**src/rtl/mdio_pkg.sv**
```systemverilog
package mdio_pkg;
  localparam int PRE_BITS   = 32;
  localparam int ADDR_W     = 5;
  localparam int DATA_W     = 16;
  localparam int FLUSH_BITS = 32;
  localparam int HDR_BITS   = PRE_BITS + 4 + 2 * ADDR_W;
  localparam int FRAME_BITS = HDR_BITS + 2 + DATA_W;

  localparam logic [1:0] START_PAT = 2'b01;
  localparam logic [1:0] OP_RD     = 2'b10;
  localparam logic [1:0] OP_WR     = 2'b01;
  localparam logic [1:0] TA_WR     = 2'b10;

  typedef enum logic [2:0] {
    ST_IDLE,
    ST_TX,
    ST_TA,
    ST_RX,
    ST_FLUSH,
    ST_TAIL
  } mdioState_t;

  typedef struct packed {
    logic load;
    logic shiftTx;
    logic shiftRx;
    logic capRd;
    logic flagErr;
  } dpCtl_t;
endpackage

```
**src/rtl/mdio_slot_timer.sv**
```systemverilog
module mdio_slot_timer #(
  parameter int HALF_CYC = 50,
  parameter int RDHI_CYC = 70
) (
  input  logic clk,
  input  logic rst_n,
  input  logic run,
  input  logic longHigh,
  output logic mdc,
  output logic slotEnd
);
  localparam int MAXC = (HALF_CYC > RDHI_CYC) ? HALF_CYC : RDHI_CYC;
  localparam int TW   = $clog2(MAXC + 1);

  logic [TW-1:0] tick;
  logic          highPh;
  logic [TW-1:0] lim;

  assign lim = (highPh && longHigh) ? TW'(RDHI_CYC - 1) : TW'(HALF_CYC - 1);

  always_ff @(posedge clk) begin
    if (!rst_n) begin
      tick   <= '0;
      highPh <= 1'b0;
    end else if (!run) begin
      tick   <= '0;
      highPh <= 1'b0;
    end else if (tick == lim) begin
      tick   <= '0;
      highPh <= ~highPh;
    end else begin
      tick <= tick + 1'b1;
    end
  end

  assign mdc     = highPh;
  assign slotEnd = run && highPh && (tick == lim);


  idle_mdc_chk: assert property (@(posedge clk) disable iff (!rst_n)
    !run |=> !mdc);
endmodule

```
**src/rtl/mdio_ctrl.sv**
```systemverilog
module mdio_ctrl
  import mdio_pkg::*;
(
  input  logic   clk,
  input  logic   rst_n,
  input  logic   start,
  input  logic   cmdRead,
  input  logic   mdi,
  input  logic   slotEnd,
  output logic   busy,
  output logic   longHigh,
  output logic   oe,
  output logic   done,
  output dpCtl_t ctl
);
  localparam int CW = $clog2(FRAME_BITS);

  mdioState_t    state;
  logic          rdMode;
  logic [CW-1:0] cnt;
  logic [CW-1:0] lastTx;

  assign lastTx = rdMode ? CW'(HDR_BITS - 1) : CW'(FRAME_BITS - 1);

  always_ff @(posedge clk) begin
    if (!rst_n) begin
      state  <= ST_IDLE;
      rdMode <= 1'b0;
      cnt    <= '0;
      oe     <= 1'b0;
      done   <= 1'b0;
    end else begin
      done <= 1'b0;
      unique case (state)
        ST_IDLE: if (start) begin
          state  <= ST_TX;
          rdMode <= cmdRead;
          cnt    <= '0;
          oe     <= 1'b1;
        end
        ST_TX: if (slotEnd) begin
          if (cnt == lastTx) begin
            cnt   <= '0;
            oe    <= 1'b0;
            state <= rdMode ? ST_TA : ST_TAIL;
          end else begin
            cnt <= cnt + 1'b1;
          end
        end
        ST_TA: if (slotEnd) begin
          cnt   <= '0;
          state <= mdi ? ST_FLUSH : ST_RX;
        end
        ST_RX: if (slotEnd) begin
          if (cnt == CW'(DATA_W - 1)) begin
            cnt   <= '0;
            state <= ST_TAIL;
          end else begin
            cnt <= cnt + 1'b1;
          end
        end
        ST_FLUSH: if (slotEnd) begin
          if (cnt == CW'(FLUSH_BITS - 1)) begin
            cnt   <= '0;
            state <= ST_IDLE;
            done  <= 1'b1;
          end else begin
            cnt <= cnt + 1'b1;
          end
        end
        ST_TAIL: if (slotEnd) begin
          state <= ST_IDLE;
          done  <= 1'b1;
        end
        default: state <= ST_IDLE;
      endcase
    end
  end

  always_comb begin
    ctl         = '0;
    ctl.load    = (state == ST_IDLE) && start;
    ctl.shiftTx = (state == ST_TX) && slotEnd;
    ctl.shiftRx = (state == ST_RX) && slotEnd;
    ctl.capRd   = (state == ST_TAIL) && slotEnd && rdMode;
    ctl.flagErr = (state == ST_FLUSH) && slotEnd && (cnt == CW'(FLUSH_BITS - 1));
  end

  assign busy     = (state != ST_IDLE);
  assign longHigh = (state == ST_TA) || (state == ST_RX) ||
                    (state == ST_FLUSH) || (state == ST_TAIL);


  idle_oe_chk: assert property (@(posedge clk) disable iff (!rst_n)
    (state == ST_IDLE) |-> !oe);


  accept_chk: assert property (@(posedge clk) disable iff (!rst_n)
    ((state == ST_IDLE) && start) |=> (state == ST_TX) && oe);
endmodule

```
**src/rtl/mdio_dp.sv**
```systemverilog
module mdio_dp
  import mdio_pkg::*;
(
  input  logic              clk,
  input  logic              rst_n,
  input  dpCtl_t            ctl,
  input  logic              cmdRead,
  input  logic [ADDR_W-1:0] phyAddr,
  input  logic [ADDR_W-1:0] regAddr,
  input  logic [DATA_W-1:0] wrData,
  input  logic              mdi,
  output logic              mdo,
  output logic [DATA_W-1:0] rdData,
  output logic              err
);
  logic [FRAME_BITS-1:0] txShift;
  logic [DATA_W-1:0]     rxShift;

  always_ff @(posedge clk) begin
    if (!rst_n) begin
      txShift <= '0;
    end else if (ctl.load) begin
      txShift <= {{PRE_BITS{1'b1}}, START_PAT, (cmdRead ? OP_RD : OP_WR),
                  phyAddr, regAddr, TA_WR, wrData};
    end else if (ctl.shiftTx) begin
      txShift <= {txShift[FRAME_BITS-2:0], 1'b0};
    end
  end

  assign mdo = txShift[FRAME_BITS-1];

  always_ff @(posedge clk) begin
    if (!rst_n) begin
      rxShift <= '0;
    end else if (ctl.shiftRx) begin
      rxShift <= {rxShift[DATA_W-2:0], mdi};
    end
  end

  always_ff @(posedge clk) begin
    if (!rst_n) begin
      rdData <= '0;
      err    <= 1'b0;
    end else begin
      if (ctl.load) err <= 1'b0;
      if (ctl.capRd) rdData <= rxShift;
      if (ctl.flagErr) begin
        rdData <= {DATA_W{1'b1}};
        err    <= 1'b1;
      end
    end
  end


  err_ones_chk: assert property (@(posedge clk) disable iff (!rst_n)
    err |-> (rdData == {DATA_W{1'b1}}));
endmodule

```
**src/rtl/mdio_master.sv**
```systemverilog
module mdio_master
  import mdio_pkg::*;
#(
  parameter int HALF_CYC = 50,
  parameter int RDHI_CYC = 70
) (
  input  logic        clk,
  input  logic        rst_n,
  input  logic        start,
  input  logic        cmdRead,
  input  logic [4:0]  phyAddr,
  input  logic [4:0]  regAddr,
  input  logic [15:0] wrData,
  output logic [15:0] rdData,
  output logic        busy,
  output logic        done,
  output logic        err,
  output logic        mdc,
  output logic        mdioOut,
  output logic        mdioOe,
  input  logic        mdioIn
);
  dpCtl_t ctl;
  logic   slotEnd;
  logic   longHigh;

  mdio_ctrl uCtrl (
    .clk      (clk),
    .rst_n    (rst_n),
    .start    (start),
    .cmdRead  (cmdRead),
    .mdi      (mdioIn),
    .slotEnd  (slotEnd),
    .busy     (busy),
    .longHigh (longHigh),
    .oe       (mdioOe),
    .done     (done),
    .ctl      (ctl)
  );

  mdio_slot_timer #(
    .HALF_CYC (HALF_CYC),
    .RDHI_CYC (RDHI_CYC)
  ) uTimer (
    .clk      (clk),
    .rst_n    (rst_n),
    .run      (busy),
    .longHigh (longHigh),
    .mdc      (mdc),
    .slotEnd  (slotEnd)
  );

  mdio_dp uDp (
    .clk     (clk),
    .rst_n   (rst_n),
    .ctl     (ctl),
    .cmdRead (cmdRead),
    .phyAddr (phyAddr),
    .regAddr (regAddr),
    .wrData  (wrData),
    .mdi     (mdioIn),
    .mdo     (mdioOut),
    .rdData  (rdData),
    .err     (err)
  );


  mdo_hold_chk: assert property (@(posedge clk) disable iff (!rst_n)
    (mdc && $past(mdc)) |-> $stable(mdioOut));


  done_pulse_chk: assert property (@(posedge clk) disable iff (!rst_n)
    done |=> !done);


  done_idle_chk: assert property (@(posedge clk) disable iff (!rst_n)
    done |-> !busy);


  err_clear_chk: assert property (@(posedge clk) disable iff (!rst_n)
    $fell(err) |-> $past(start));
endmodule

```
**config.mk**
```make
export PLATFORM = sky130hd
export DESIGN_NAME = mdio_master
export DESIGN_NICKNAME = d
export VERILOG_FILES = /design/src/rtl/mdio_pkg.sv /design/src/rtl/mdio_slot_timer.sv /design/src/rtl/mdio_ctrl.sv /design/src/rtl/mdio_dp.sv /design/src/rtl/mdio_master.sv
export SDC_FILE = /design/constraint.sdc
export NUM_CORES = 1
export LEC_CHECK = 0
export BUFFER_PORTS_ARGS = -buffer_cell sky130_fd_sc_hd__buf_2
export CORE_MARGIN = 10
export CORE_UTILIZATION = 60
export CTS_CLUSTER_SIZE = 40
export DETAILED_ROUTE_END_ITERATION = 8
export GPL_ROUTABILITY_DRIVEN = 0
export HOLD_SLACK_MARGIN = 0.05
export PLACE_DENSITY_LB_ADDON = 0.08
export SETUP_SLACK_MARGIN = 0.15
export SLEW_MARGIN = 15
export SYNTH_ARGS = -nofsm -noshare
export SYNTH_HDL_FRONTEND = slang
export SYNTH_SLANG_ARGS = --single-unit
```
**constraint.sdc**
```tcl
create_clock -name clk -period 5.6 [get_ports clk]
set_input_delay 1.12 -clock clk [delete_from_list [all_inputs] [get_ports clk]]
set_output_delay 1.12 -clock clk [all_outputs]
set_load 0.05 [all_outputs]
```
After elaboration in Yosys (flattened, before gate mapping)
Cells that the tools add are included.

Add/subtract/negate cells: 2. Multiply operators: 0. Div/mod/pow operators: 0. Order comparisons: 0. Equality and inequality tests: 18. Shifts and indexed selects: 0. Multiplexer cells: 38. Bitwise operators: 3. Reduce and logical (&&, ||, !) cells: 27.

Operators with widths (number): 64-bit two-way mux (2); 6-bit two-way mux (8); 3-bit two-way mux (11); 16-bit two-way mux (2); 6-bit one-hot mux with 5 select lines (1); 3-bit one-hot mux with 6 select lines (1); 2-bit by 1-bit != test with 1-bit output (second input constant) (8); 1-bit logical AND (10); 9-bit AND reduction (1); 1-bit two-way mux (8); 2-bit nonzero test (4); 7-bit by 1-bit adder with 7-bit output (second input constant) (1); 7-bit equality test (1); 7-bit two-way mux (1); 6-bit by 1-bit adder with 6-bit output (second input constant) (1); 3-bit by 2-bit equality test with 1-bit output (second input constant) (2); 3-bit equality test (second input constant) (2); 6-bit by 4-bit equality test with 1-bit output (second input constant) (1); 6-bit by 5-bit equality test with 1-bit output (second input constant) (1); 6-bit equality test (1); 6-bit AND reduction (1); 5-bit two-way mux (1); 5-bit nonzero test (1); 1-bit one-hot mux with 2 select lines (2); other kinds (11) (16).

Bits in registers: 117. Bits in latches: 0. Bits in writable memories: 0. Memory bits (read-only): 0. Output and inout bits: 22. Memories: 0.

Logic depth before layout (Yosys ltp)
Word-level depth: 12. Depth in mapped cells: 10.

Cells and area by module
From an unflattened synthesis, not the netlist that was laid out.

Cells, all modules: 503. Area, all modules: 5392.7 um^2.

By module, submodules not included: mdio_dp (times used 1, cells each 354, area an instance 4162.7 um^2); mdio_ctrl (times used 1, cells each 107, area an instance 840.8 um^2); mdio_slot_timer (times used 1, cells each 42, area an instance 389.1 um^2).

Worst setup path after synthesis
Ideal clock, no wire load.

Kind: in2reg. Start point: input start. End point: register uCtrl.cnt[1]. Setup time: 128 ps. Arrival time: 2074 ps. Slack: 3399 ps. Stages on the path: 6. Path through: and2_1 buf_2 a211oi_1 buf_2 mux2i_1 nor2_1.

Longest elaborated chain between the ends: 2.

Ends and longest elaborated chain: from (decl) (RTL line mdio_master.sv:9) `input logic start,`; 2-bit != test (no line); 6-bit AND reduction (no line); to (signal assigned) (RTL line mdio_ctrl.sv:47) `cnt <= cnt + 1'b1;`; to (signal assigned) (RTL line mdio_ctrl.sv:59) `cnt <= cnt + 1'b1;`; to (signal assigned) (RTL line mdio_ctrl.sv:68) `cnt <= cnt + 1'b1;`; to (decl) (RTL line mdio_ctrl.sv:20) `logic [CW-1:0] cnt;`.

No other way between the ends. A chain may end at the register's enable or synchronous reset.

Worst setup path in the final report
Start point: register uCtrl.state[2]. End point: output busy.

Longest elaborated chain between the ends: 1.

Ends and longest elaborated chain: from (decl) (RTL line mdio_ctrl.sv:18) `mdioState_t state;`; from (signal assigned) (RTL line mdio_ctrl.sv:45) `state <= rdMode ? ST_TA : ST_TAIL;`; from (signal assigned) (RTL line mdio_ctrl.sv:52) `state <= mdi ? ST_FLUSH : ST_RX;`; 3-bit nonzero test (RTL line mdio_ctrl.sv:89) `assign busy = (state != ST_IDLE);`; to (decl) (RTL line mdio_master.sv:15) `output logic busy,`.

No other way between the ends.

==> impl_metrics.yaml <==
outcome:
  status: "complete, no violations"
sta:
  period_share: 0.511
  finClkSkew_ps: 6.67
  rsz0062_at_grt: "no"
  setup_viol: 0
  tightestPinTransition_ps: 1040
  fmax_mhz: 349
  maxSlewHeadroom: 0.309
  final.setup.tns_ps: 0
  drv_slew: 0
  hold_viol_final: 0
  min_period_ps: 2860
clock_tree:
  cts_resized: 0
  numCtsBuffers: 17
  htree_levels: 4
  cts_hold_buf: 0
  clk_path_buf_depth: 2
  clk_pin_slew_ps: 60
  cts_tree: "done"
  cts_sinks: 117
  post_cts_buffers: 0
  cts_root_buf: "clkbuf_8"
  clk_latency_ps: 520
grt:
  track_usage: 0.176
  grt_pass1_wl_um: 17100
  grt_max_degree: 56
  overflow: 0
  antenna_found_initial: 0
  grt_pass1_vias: 3693
routing:
  drt_iter0_drc: 223
  route.detailed.wl_per_inst_um: 14.7
  dr_total_vias: 3881
  wl_um: 10100
  drc: 0
  via_per_inst: 5.64
  dr.pass1.iters: 4
  postRouteAntennaNets: 0
die:
  die_w_um: 109
  die_area_mm2: 0.0120
  core_area_mm2: 0.00773
  rows: 32
  ioPinCount: 53
  start_util: 0.620
  die_h_um: 109
synth:
  ys_seq_area_frac: 0.489
  synth_top_area_share: 0.489
  synth_common_cells: "dfxtp_1 (117), nor2_1 (81), nor3_1 (67)"
  synth.distinct_cells: 51
  synth-edff-count: 0
  synth_most_common_cell: "dfxtp_1"
  yosys_warnings: 0
  netlist_instances: 539
  avgSynthCellArea_um2: 8.89
  syn-cell-area_mm2: 0.00479
  synthArstFlopShare: 0
  yosys_most_used_dff: "dfxtp_1"
  synth_nets: 573
  synthTopCellsByArea: "dfxtp_1 (49%), mux2i_1 (7.3%), nor3_1 (7.0%), nor2_1 (6.3%), nand2_1 (3.5%)"
  yosysTopAreaCell: "dfxtp_1"
  synth_seq_cells: 117
placement:
  dp.cells: 656
  post_dp_cell_area_mm2: 0.00502
  dpl.hpwl_um: 6100
  port_buffers: 52
power:
  power_density_mw_per_mm2: 410
  leakage_nw: 2.34
  peakVddDrop_mv: 0.269
worst_hold_path:
  min_path_cells: 2
  hold_path.class: "flop to flop"
setup_path:
  reg2reg_depth: 6
  cp.arrival_ps: 1740
  worstSetupStartpointType: "flop"
  cp_max_fo: 15
  crit_type: "flop to output pin"
  crit_path_end_kind: "output pin"
  required_ps: 4480
flow_run:
  maxCapViolations: 0
finish:
  drive_above_1_share: 0.167
  nets: 607
  num_antenna_cells: 0
  design_area_mm2: 0.00566
  synthToLayoutAreaGrowth_pct: 18.2
  stdcell_count: 688
  nFillCells: 570
==> path summary, 6_finish.rpt <==
kind / slack, ps / from / end
max: 2740 / uCtrl.state[2]$_SDFFE_PN0P_ / busy
min: 450 / uDp.txShift[15]$_SDFFE_PN0P_ / uDp.txShift[16]$_SDFFE_PP0P_
max reg2reg: 2740 / uCtrl.state[2]$_SDFFE_PN0P_ / uDp.rxShift[4]$_SDFFE_PN0P_
min reg2reg: 450 / uDp.txShift[15]$_SDFFE_PN0P_ / uDp.txShift[16]$_SDFFE_PP0P_
==> worst max-delay path, cell delays in order, from the launching register on <==
cell and delay, ps:
dfxtp_1 690, nor3_2 150, inv_1 120, buf_2 270
==> metrics by stage <==
| stage | power (W) | hold WS [ps] | utilization | setup WS (ps) |
|---|---|---|---|---|
| floorplan | 0.00113 | 430 | - | 3400 |
| global placement | 0.00117 | 440 | 0.650 | 2350 |
| detailed placement | 0.00118 | 448 | 0.650 | 2300 |
| CTS | 0.00233 | 456 | 0.732 | 2620 |
| global route | 0.00241 | 481 | 0.733 | 2550 |
| finish | 0.00232 | 453 | 0.733 | 2740 |
==> placed cells by master (no fill, tap or decap), types with 3 or more instances in the layout <==
cell type   instances
nor3_1             67
nand2_1            45
inv_1               5
a22oi_1            15
o221ai_1            9
nand3_1             9
nand4_1             3
nor3b_1             3
and3_1              5
buf_2              52
clkinvlp_4          4
o21ai_0             5
a21oi_1            20
mux2i_1            35
clkbuf_16          16
ha_1                3
buf_4               3
xor2_1              3
nor2b_1             5
nor2_1             81
bufinv_16           5
clkinv_2            3
a31oi_1             6
xnor2_1             5
a21boi_0           22
dfxtp_1           117
==> registers in the layout, indices dropped and copies added (netlist names) <==
signal / cells
uTimer.mdc: 1
uTimer.tick: 7
uDp.err: 1
uDp.rdData: 16
uDp.txShift: 64
uDp.rxShift: 16
uCtrl.done: 1
uCtrl.state: 3
uCtrl.cnt: 6
uCtrl.rdMode: 1
uCtrl.oe: 1
==> metal layers <==
layer,up-vias,global-route usage,routed length [µm]
met4,0,0.0697,94
met3,11,0.0492,425
met1,1844,0.200,4380
met2,63,0.305,5240
li1,1963,-,-
met5,-,0,0
==> logic make-up (layout without fill, tap and decap cells) <==
kind of cell	after synthesis	after routing	synth area share
AOI/OAI and AO/OA	96	96	0.146
adders and majority gates	3	3	0.00784
DFF	117	117	0.489
xor gates and xnor gates	8	8	0.0146
and+or+nand+nor	234	234	0.228
buffers and inverters	46	93	0.0421
muxes	35	35	0.0731
==> where the power goes <==
group | switching (W) | internal [W]
combinational | 0.000137 | 0.0000889
sequential | 0.0000397 | 0.000897
clock | 0.000382 | 0.000777
total | 0.000559 | 0.00176
==> cell type report <==
class / count / area, µm² / area share
Sequential cell: 117 / 2340 / 0.414
Multi-Input combinational cell: 376 / 2250 / 0.398
Clock buffer: 19 / 432 / 0.0762
Timing Repair Buffer: 55 / 283 / 0.0499
Clock inverter: 13 / 204 / 0.0360
Tap cell: 102 / 128 / 0.0225
Inverter: 6 / 22.5 / 0.00398
Note: power is estimated with default switching activity, not from simulation.
